`config.mk`:
```
export PLATFORM = sky130hd
export DESIGN_NAME = sdpkt_builder
export DESIGN_NICKNAME = d
export VERILOG_FILES = /design/src/rtl/sdpkt_pkg.sv /design/src/rtl/sdpkt_chsel.sv /design/src/rtl/sdpkt_cksum.sv /design/src/rtl/sdpkt_seq.sv /design/src/rtl/sdpkt_builder.sv
export SDC_FILE = /design/constraint.sdc
export NUM_CORES = 1
export LEC_CHECK = 0
export BUFFER_PORTS_ARGS = -buffer_cell sky130_fd_sc_hd__buf_2
export CAP_MARGIN = 20
export CORE_MARGIN = 2
export CORE_UTILIZATION = 41
export CTS_BUF_LIST = sky130_fd_sc_hd__clkbuf_8 sky130_fd_sc_hd__clkbuf_16
export DETAILED_ROUTE_END_ITERATION = 16
export GPL_TIMING_DRIVEN = 0
export PLACE_DENSITY = 0.58
export REMOVE_ABC_BUFFERS = 1
export SLEW_MARGIN = 20
export SYNTH_ARGS = -nofsm -noshare
export SYNTH_HDL_FRONTEND = slang
export SYNTH_SLANG_ARGS = --single-unit
```
`constraint.sdc`:
```
create_clock -name clk -period 4.67 [get_ports clk]
set_input_delay 0.2335 -clock clk [delete_from_list [all_inputs] [get_ports clk]]
set_output_delay 0.2335 -clock clk [all_outputs]
set_load 0.01 [all_outputs]
```
`src/rtl/sdpkt_pkg.sv`:
```
package sdpkt_pkg;

    localparam int unsigned HDR_BYTES = 7;
    localparam int unsigned FIX_BYTES = 11;
    localparam int unsigned CKS_BYTES = 2;
    localparam int unsigned SMP_MAX   = 512;
    localparam int unsigned PKT_MAX   = HDR_BYTES + FIX_BYTES + SMP_MAX + CKS_BYTES;
    localparam int unsigned FIX_BASE  = HDR_BYTES;
    localparam int unsigned SMP_BASE  = HDR_BYTES + FIX_BYTES;

    localparam int unsigned IDX_W  = $clog2(PKT_MAX + 1);
    localparam int unsigned CNT_W  = $clog2(SMP_MAX + 1);
    localparam int unsigned ADDR_W = $clog2(SMP_MAX);
    localparam int unsigned SEQ_W  = 32;
    localparam int unsigned RATE_W = 32;
    localparam int unsigned SUM_W  = 16;

    localparam logic [7:0] SYNC_BYTE    = 8'h5A;
    localparam logic [7:0] KIND_SAMPLES = 8'h53;
    localparam logic [7:0] SAMPLE_BITS  = 8'd8;

    typedef enum logic {
        PH_IDLE = 1'b0,
        PH_SEND = 1'b1
    } phase_e;

    typedef struct packed {
        logic              ch;
        logic [CNT_W-1:0]  cnt;
        logic [RATE_W-1:0] rate;
        logic [SEQ_W-1:0]  seq;
    } pkt_ctx_t;

    function automatic logic [15:0] payload_len(input logic [CNT_W-1:0] cnt);
        return 16'(FIX_BYTES + CKS_BYTES) + 16'(cnt);
    endfunction

    // header bytes 0..5; byte 6 is the checksum, produced by hdr_sum
    function automatic logic [7:0] hdr_byte(input pkt_ctx_t c, input logic [3:0] i);
        logic [15:0] len;
        len = payload_len(c.cnt);
        case (i)
            4'd0:    return SYNC_BYTE;
            4'd1:    return KIND_SAMPLES;
            4'd2:    return {7'd0, c.ch};
            4'd3:    return len[15:8];
            4'd4:    return len[7:0];
            default: return 8'h00;
        endcase
    endfunction

    function automatic logic [7:0] hdr_sum(input pkt_ctx_t c);
        logic [15:0] s;
        s = '0;
        for (int i = 0; i < HDR_BYTES - 1; i++) begin
            s = s + 16'(hdr_byte(c, 4'(i)));
        end
        return s[7:0];
    endfunction

    function automatic logic [7:0] fix_byte(input pkt_ctx_t c, input logic [3:0] j);
        logic [15:0] n16;
        n16 = 16'(c.cnt);
        case (j)
            4'd0:    return c.seq[31:24];
            4'd1:    return c.seq[23:16];
            4'd2:    return c.seq[15:8];
            4'd3:    return c.seq[7:0];
            4'd4:    return c.rate[31:24];
            4'd5:    return c.rate[23:16];
            4'd6:    return c.rate[15:8];
            4'd7:    return c.rate[7:0];
            4'd8:    return SAMPLE_BITS;
            4'd9:    return n16[15:8];
            default: return n16[7:0];
        endcase
    endfunction

endpackage

```
`src/rtl/sdpkt_chsel.sv`:
```
module sdpkt_chsel (
    input  logic       clk,
    input  logic       rst,
    input  logic [1:0] en_i,
    input  logic       take_i,
    output logic       ch_o
);
    logic last_q;

    always_comb begin
        case (en_i)
            2'b01:   ch_o = 1'b0;
            2'b10:   ch_o = 1'b1;
            default: ch_o = ~last_q;
        endcase
    end

    // last_q resets to 1 so that the first shared packet goes to channel 0
    always_ff @(posedge clk) begin
        if (rst) begin
            last_q <= 1'b1;
        end else if (take_i) begin
            last_q <= ch_o;
        end
    end
endmodule

```
`src/rtl/sdpkt_cksum.sv`:
```
module sdpkt_cksum #(
    parameter int unsigned W = 16
) (
    input  logic         clk,
    input  logic         rst,
    input  logic         clr_i,
    input  logic         add_i,
    input  logic [7:0]   byte_i,
    output logic [W-1:0] sum_o
);
    always_ff @(posedge clk) begin
        if (rst || clr_i) begin
            sum_o <= '0;
        end else if (add_i) begin
            sum_o <= sum_o + W'(byte_i);
        end
    end
endmodule

```
`src/rtl/sdpkt_seq.sv`:
```
module sdpkt_seq
    import sdpkt_pkg::*;
#(
    parameter int unsigned W = 10
) (
    input  logic         clk,
    input  logic         rst,
    input  logic         go_i,
    input  logic         fire_i,
    input  logic [W-1:0] last_i,
    output logic         busy_o,
    output logic         wrap_o,
    output logic [W-1:0] idx_o,
    output logic         done_o
);
    phase_e ph_q;

    assign busy_o = (ph_q == PH_SEND);
    assign wrap_o = busy_o && fire_i && (idx_o == last_i);

    always_ff @(posedge clk) begin
        if (rst) begin
            ph_q   <= PH_IDLE;
            idx_o  <= '0;
            done_o <= 1'b0;
        end else begin
            done_o <= 1'b0;
            case (ph_q)
                PH_IDLE: begin
                    if (go_i) begin
                        ph_q  <= PH_SEND;
                        idx_o <= '0;
                    end
                end
                default: begin
                    if (wrap_o) begin
                        ph_q   <= PH_IDLE;
                        done_o <= 1'b1;
                    end else if (fire_i) begin
                        idx_o <= idx_o + W'(1);
                    end
                end
            endcase
        end
    end
endmodule

```
`src/rtl/sdpkt_builder.sv`:
```
module sdpkt_builder
    import sdpkt_pkg::*;
(
    input  logic              clk,
    input  logic              rst,
    input  logic              start_i,
    input  logic [CNT_W-1:0]  count_i,
    input  logic [1:0]        chan_en_i,
    input  logic [RATE_W-1:0] rate_i,
    input  logic              cmd_pend_i,
    output logic [ADDR_W-1:0] rd_addr_o,
    input  logic [7:0]        rd_data0_i,
    input  logic [7:0]        rd_data1_i,
    output logic [7:0]        tx_data_o,
    output logic              tx_valid_o,
    input  logic              tx_ready_i,
    output logic              done_o,
    output logic              idle_o,
    output logic              chan_o
);
    localparam logic [IDX_W-1:0] HCK_IDX = IDX_W'(HDR_BYTES - 1);
    localparam logic [IDX_W-1:0] FIX_IDX = IDX_W'(FIX_BASE);
    localparam logic [IDX_W-1:0] SMP_IDX = IDX_W'(SMP_BASE);

    pkt_ctx_t          ctx_q;
    logic [SEQ_W-1:0]  seq_q;
    logic              busy, wrap, fire, go, ch_next, cnt_ok;
    logic [IDX_W-1:0]  idx, smp_end, last_idx, fix_off, smp_off;
    logic [SUM_W-1:0]  psum;
    logic              in_smp, in_pay;

    assign cnt_ok = (count_i != '0) && (count_i <= CNT_W'(SMP_MAX));
    assign go     = start_i && !busy && !cmd_pend_i && (chan_en_i != 2'b00) && cnt_ok;
    assign fire   = busy && tx_ready_i;

    assign smp_end  = SMP_IDX + IDX_W'(ctx_q.cnt);
    assign last_idx = smp_end + IDX_W'(1);
    assign fix_off  = idx - FIX_IDX;
    assign smp_off  = idx - SMP_IDX;
    assign in_smp   = (idx >= SMP_IDX) && (idx < smp_end);
    assign in_pay   = (idx >= FIX_IDX) && (idx < smp_end);

    sdpkt_chsel chsel_i (
        .clk    (clk),
        .rst    (rst),
        .en_i   (chan_en_i),
        .take_i (go),
        .ch_o   (ch_next)
    );

    sdpkt_seq #(.W(IDX_W)) seq_i (
        .clk    (clk),
        .rst    (rst),
        .go_i   (go),
        .fire_i (fire),
        .last_i (last_idx),
        .busy_o (busy),
        .wrap_o (wrap),
        .idx_o  (idx),
        .done_o (done_o)
    );

    sdpkt_cksum #(.W(SUM_W)) cksum_i (
        .clk    (clk),
        .rst    (rst),
        .clr_i  (go),
        .add_i  (fire && in_pay),
        .byte_i (tx_data_o),
        .sum_o  (psum)
    );

    // packet context is frozen at the accepted start; the number advances on the last byte
    always_ff @(posedge clk) begin
        if (rst) begin
            ctx_q <= '0;
            seq_q <= '0;
        end else begin
            if (go) begin
                ctx_q.ch   <= ch_next;
                ctx_q.cnt  <= count_i;
                ctx_q.rate <= rate_i;
                ctx_q.seq  <= seq_q;
            end
            if (wrap) begin
                seq_q <= seq_q + SEQ_W'(1);
            end
        end
    end

    always_comb begin
        if (idx < HCK_IDX) begin
            tx_data_o = hdr_byte(ctx_q, idx[3:0]);
        end else if (idx == HCK_IDX) begin
            tx_data_o = hdr_sum(ctx_q);
        end else if (idx < SMP_IDX) begin
            tx_data_o = fix_byte(ctx_q, fix_off[3:0]);
        end else if (in_smp) begin
            tx_data_o = ctx_q.ch ? rd_data1_i : rd_data0_i;
        end else if (idx == smp_end) begin
            tx_data_o = psum[15:8];
        end else begin
            tx_data_o = psum[7:0];
        end
    end

    assign rd_addr_o  = in_smp ? smp_off[ADDR_W-1:0] : '0;
    assign tx_valid_o = busy;
    assign idle_o     = !busy;
    assign chan_o     = ctx_q.ch;
endmodule

```
# Yosys cells after proc, flatten, opt, wreduce, memory -nomap -nowiden
# Cells that the tools add are included.
dict set report totals {
  output_inout_bits 21
  regBits 136
  in_bits 65
  wordCells 102
}
dict set report op_classes {
  bitwise 2
  addsub 13
  n_mux 30
  magnitude_cmp 6
  reduce_logical 21
  n_eq_ne 20
}
# cell n
set op_table {}
lappend op_table {{$mux 8} 18}
lappend op_table {{$pmux 8 s10} 1}
lappend op_table {{$add 8x8->8} 5}
lappend op_table {{$mux 10} 4}
lappend op_table {{$pmux 8 s5} 1}
lappend op_table {{$add 32x1->32 const B} 1}
lappend op_table {{$add 10x1->10 const B} 2}
lappend op_table {{$eq 10x10->1} 2}
lappend op_table {{$eq 4x3->1 const B} 5}
lappend op_table {{$add 16x8->16} 1}
lappend op_table {{$eq 4x2->1 const B} 4}
lappend op_table {{$add 4x10->11 const A} 1}
lappend op_table {{$logic_and 1x1->1} 11}
lappend op_table {{$add 5x10->10 const A} 1}
lappend op_table {{$eq 10x3->1 const B} 1}
lappend op_table {{$ge 10x3->1 const B} 1}
lappend op_table {{$ge 10x5->1 const B} 1}
lappend op_table {{$le 10x10->1 const B} 1}
lappend op_table {{$lt 10x10->1} 1}
lappend op_table {{$lt 10x3->1 const B} 1}
lappend op_table {{$lt 10x5->1 const B} 1}
lappend op_table {{$reduce_bool 10->1} 1}
lappend op_table {{$mux 9} 1}
lappend op_table {{$sub 9x5->9 const B} 1}
lappend op_table {{other kinds (15)} 25}

# Logic depth before layout (Yosys ltp)
dict set report depth {
  word_depth 11
  mapped_depth 24
  mapped_depth_nobuf 23
}

# Modules after synthesis
# From an unflattened synthesis, not the netlist that was laid out.
dict set report hier_totals {
  hier_cells 1057
  area_unflattened_um2 8280.4
}
# module n_inst area_each_um2 cells_each seq_area_each_um2
set by_module_without_submodules {}
lappend by_module_without_submodules {sdpkt_builder 1 6412.4 842 2142.1}
lappend by_module_without_submodules {sdpkt_cksum 1 1048.5 118 320.3}
lappend by_module_without_submodules {sdpkt_seq 1 747.0 87 240.2}
lappend by_module_without_submodules {sdpkt_chsel 1 72.6 10 20.0}

# Worst setup path after synthesis
# Ideal clock, no wire load.
dict set report synth_path {
  path_type {register to register}
  startpoint {reg ctx_q[65] (netlist bit)}
  endpoint {reg cksum_i.sum_o[7]}
  setup_time_ns 0.086
  required_ns 4.584
  n_path_buf 0
  period_less_slack_ns 5.204
  path_stages_with_launch 22
  path_slack_ns -0.534
  arrival_ns 5.119
  cell_sequence {dfxtp_1 > ha_1 > a21o_1 > nand2_1 > xor2_1 > ha_1 > or4_1 > a211o_1 > o2111a_1 > nor2_1 > mux2i_1 > o211ai_1 > a21oi_1 > ha_1 > a21o_1 > a21oi_1 > o21bai_1 > a21oi_1 > nor2_1 > o31ai_1 > xor2_1 > a211oi_1}
}
dict set report synth_between {
  elab_chain_cells 9
  elab_cells_between_ends 22
  cone_classes {6 x add/sub; 1 x order compare; 1 x eq/ne; 11 x mux; 3 x reduce/logical}
}
# element line
set synth_lines {}
lappend synth_lines {{start: declaration} sdpkt_builder.sv:25} ;# pkt_ctx_t ctx_q;
lappend synth_lines {{$add 4x10->11} n/a}
lappend synth_lines {{$mux 8} sdpkt_builder.sv:93} ;# end else if (idx == HCK_IDX) begin
lappend synth_lines {{$mux 8} sdpkt_builder.sv:91} ;# if (idx < HCK_IDX) begin
lappend synth_lines {{$add 8x8->8 (3 in a row)} sdpkt_pkg.sv:56} ;# s = s + 16'(hdr_byte(c, 4'(i)));
lappend synth_lines {{$mux 8} sdpkt_builder.sv:93}
lappend synth_lines {{$mux 8 *} sdpkt_builder.sv:91}
lappend synth_lines {{net tx_data_o[1]} sdpkt_builder.sv:14} ;# output logic [7:0] tx_data_o,
lappend synth_lines {{$add 16x8->16 *} sdpkt_cksum.sv:15} ;# sum_o <= sum_o + W'(byte_i);
lappend synth_lines {{end signal: assignment} sdpkt_cksum.sv:15}
lappend synth_lines {{end: declaration} sdpkt_cksum.sv:9} ;# output logic [W-1:0] sum_o
# The timed path passes the listed nets; every way through them passes the cells marked *. The select of a mux whose other input is x is not followed.
# A chain may end at the register's enable or synchronous reset.

# Worst setup path in the final report
dict set report layout_path {
  startpoint {reg ctx_q[66] (netlist bit)}
  endpoint {reg cksum_i.sum_o[13]}
}
dict set report layout_between {
  elab_chain_cells 9
  elab_cells_between_ends 22
  cone_classes {6 x add/sub; 1 x order compare; 1 x eq/ne; 11 x mux; 3 x reduce/logical}
}
# element line
set layout_lines {}
lappend layout_lines {{$add 4x10->11} n/a}
lappend layout_lines {{$mux 8} sdpkt_builder.sv:93}
lappend layout_lines {{$mux 8} sdpkt_builder.sv:91}
lappend layout_lines {{$add 8x8->8 (3 in a row)} sdpkt_pkg.sv:56}
lappend layout_lines {{$mux 8} sdpkt_builder.sv:93}
lappend layout_lines {{$mux 8} sdpkt_builder.sv:91}
lappend layout_lines {{$add 16x8->16} sdpkt_cksum.sv:15}
# Parallel ways exist; a longest one is shown, timed or not. The select of a mux whose other input is x is not followed.

==> out/metrics.yaml <==
status: "finished, violations left"
violations: "negative setup slack"
clkSinkCount: 136
dieArea_sq_mm: 0.02166
diodes: 0
wl_per_cell_um: 17.68
path_cells: "a31oi_4, or3_4, nand2_4, inv_2, ha_2, or4_4, a211o_1, o2111a_2, buf_4, a2111oi_0, o21ai_0, a22oi_1, a21oi_1, ha_1, inv_1, o21a_2, nor3b_4, a31oi_1, a41o_1"
fp-row-count: 52
setup_ws_ns: -0.08288
vias: 8272
h-tree-depth: 4
finalHoldViolCount: 0
nets: 1291
start_util: 0.4167
drive_gt1_frac: 0.2040
rsz0062_at_grt: "true"
startpoint_type: "register"
cellLeakagePower_uw: 0.003880
ys_warn_count: 0
boundaryPins: 86
drtAntennaViolNets: 0
ys_seq_area_frac: 0.3239
first_global_vias: 7859
cp.required_ns: 4.99
synth_area_sq_mm: 0.008406
cts_buffers: 17
grt_first_pass_wirelength_mm: 41.28
max_freq_mhz: 210.4
cts_tree: "yes"
cp_slowest_cell: "or4_4"
grt-ovfl-total: 0
period_needed_ns: 4.753
slew_headroom: 0.2407
worstMarginPinSlew_ns: 1.139
synth.distinct_cells: 68
track_usage: 0.2382
worstSkewPairLatency_ns: 0.42
ctsHoldBuffers: 0
vdd_drop_max_v: 0.0002386
gp_congestion: 0.8906
synth_cells: 1095
async_reset_ff_frac: 0
slowest_delay_ns: 0.48
wl_mm: 25.83
syn_avg_cell_area_sq_um: 7.676
setup_viol: 4
p_total_uw: 2667
cp_max_fo: 5
ys_seq_elements: 136
clk_path_buf_depth: 2
drt_iter0_drc: 630
hold_ws_ns: 0.04404
synth_edf_count: 0
vias_per_cell: 5.662
fin_util: 0.5097
grt_max_degree: 86
worstPathArrival_ns: 5.07
skew_ns: 0.01129
drc: 0
dr.pass1.iters: 5
maxSlewViolCount: 0
cts_root_buf: "clkbuf_16"
port_buffers: 85
synthFlopType: "dfxtp_1"
dp_hpwl_mm: 17.86
crit_type: "register to register"
die_x_um: 147.2
hold_path.class: "primary input to register"
min_period_over_period: 1.018
clk_pin_slew_ns: 0.06
core_sq_mm: 0.02017
crit_family: "compound AO/OA/AOI/OAI gates"
area_delta_synth_final_pct: 22.30
antenna_found_initial: 0
chipHeight_um: 147.2
tns_ns: -0.2467
cap_violations: 0
path_buf_inv: 3
endpoint_kind: "register"
power_density_mw_per_mm2: 259.4
## report_power, final
part	internal, uW	switching (uW)	total, uW
Combinational	84.4	117	202
Clock	734	548	1280
Sequential	1170	14.7	1180
## worst paths after layout
kind	slack (ns)	cells after the start	start	end
worst max-delay path	-0.08	19	ctx_q[66]$_SDFFE_PP0P_	cksum_i.sum_o[13]$_SDFFE_PP0P_
worst min-delay path	0.04	3	rate_i[26]	ctx_q[58]$_SDFFE_PP0P_
worst max register to register	-0.08	19	ctx_q[66]$_SDFFE_PP0P_	cksum_i.sum_o[13]$_SDFFE_PP0P_
worst min register to register	0.45	2	ctx_q[27]$_SDFFE_PP0P_	ctx_q[27]$_SDFFE_PP0P_
## state kept, by name, summed over array words and instances, names as in the netlist
signal and flops:
ctx_q 74, cksum_i.sum_o 16, chan_o 1, seq_i.done_o 1, seq_i.busy_o 1, chsel_i.last_q 1, seq_q 32, seq_i.idx_o 10
## synthesized netlist by cell type (7+ instances only)
library cell / instances / share of area
nand2_1: 199 / 0.089
a21oi_1: 142 / 0.085
dfxtp_1: 136 / 0.32
clkbuf_1: 60 / 0.027
nor2_1: 53 / 0.024
ha_1: 45 / 0.067
inv_1: 38 / 0.017
o21ai_0: 38 / 0.023
xnor2_1: 36 / 0.038
nand3_1: 34 / 0.020
or3_1: 28 / 0.021
mux2i_1: 26 / 0.031
and3_1: 20 / 0.015
a221oi_1: 19 / 0.020
or4_1: 19 / 0.017
o31ai_1: 16 / 0.014
xor2_1: 14 / 0.015
nand4_1: 13 / 0.0097
nor3_1: 12 / 0.0071
a31oi_1: 10 / 0.0074
a22o_1: 8 / 0.0083
nor2b_1: 8 / 0.0060
a21o_1: 7 / 0.0063
a22oi_1: 7 / 0.0063
buf_2: 7 / 0.0042
nor4_1: 7 / 0.0052
## metrics by stage
step | setup WS (ns) | cell area [sq um] | std cells
floorplan | -0.6200 | 8119 | 1022
global placement | -1.749 | 8882 | 1377
detailed placement | -1.744 | 9017 | 1382
CTS | -0.1331 | 10050 | 1446
global route | -0.2552 | 10280 | 1461
finish | -0.08288 | 10280 | 1461
## cell type report
| cell class | instances | area, sq um |
|---|---|---|
| Fill cell | 2004 | 9889 |
| Multi-Input combinational cell | 846 | 5554 |
| Sequential cell | 136 | 2758 |
| Timing Repair Buffer | 138 | 924.6 |
| Clock buffer | 17 | 425.4 |
| Tap cell | 270 | 337.8 |
| Inverter | 40 | 153.9 |
| Clock inverter | 14 | 126.4 |
## placed cells by master, fill, tap and decap left out, drive strengths merged, types with 5 or more instances in the layout
cell,synthesis,routed
nand2,199,199
a21oi,143,143
buf,13,138
dfxtp,136,136
nor2,53,53
ha,45,45
inv,40,44
o21ai,40,40
xnor2,37,37
nand3,35,35
or3,28,28
mux2i,26,26
and3,20,20
a221oi,19,19
or4,19,19
clkbuf,60,17
o31ai,16,16
xor2,15,15
nand4,13,13
nor3,12,12
a31oi,10,10
nor2b,8,8
a22o,8,8
nor4,8,8
a21o,7,7
a22oi,7,7
a211oi,6,6
o211ai,5,5
and2,5,5
clkinv,0,5
## kinds of logic (layout without fill, tap and decap cells)
kind of cell / count (synthesis) / count (layout) / synth area share
and+or+nand+nor: 417 / 417 / 0.2355
AOI/OAI and AO/OA: 301 / 301 / 0.2233
buffers and inverters: 113 / 209 / 0.05195
DFF: 136 / 136 / 0.3239
xor gates and xnor gates: 54 / 54 / 0.06133
muxes: 27 / 27 / 0.03230
adders and majority gates: 47 / 47 / 0.07175
## tightest hold or removal path, stage by stage
cell	delay [ns]
buf_2	0.09
nand2_1	0.05
a21oi_1	0.05
## per-layer routing
metal	global-route usage	share of wire	up-vias	routed length (um)
met5	0	0	-	0
met4	0.07548	0.023	0	588
met3	0.03851	0.034	48	882
met2	0.4058	0.48	166	12430
met1	0.3092	0.46	3969	11920
li1	-	-	4089	-
## timing repair
item                                    in CTS  in global routing
endpoints found under the setup margin      33                 12
setup buffers                               33                 15
pin swaps                                   31                 28
resized for setup                           64                 23
Power figures use the tool's default switching activity.
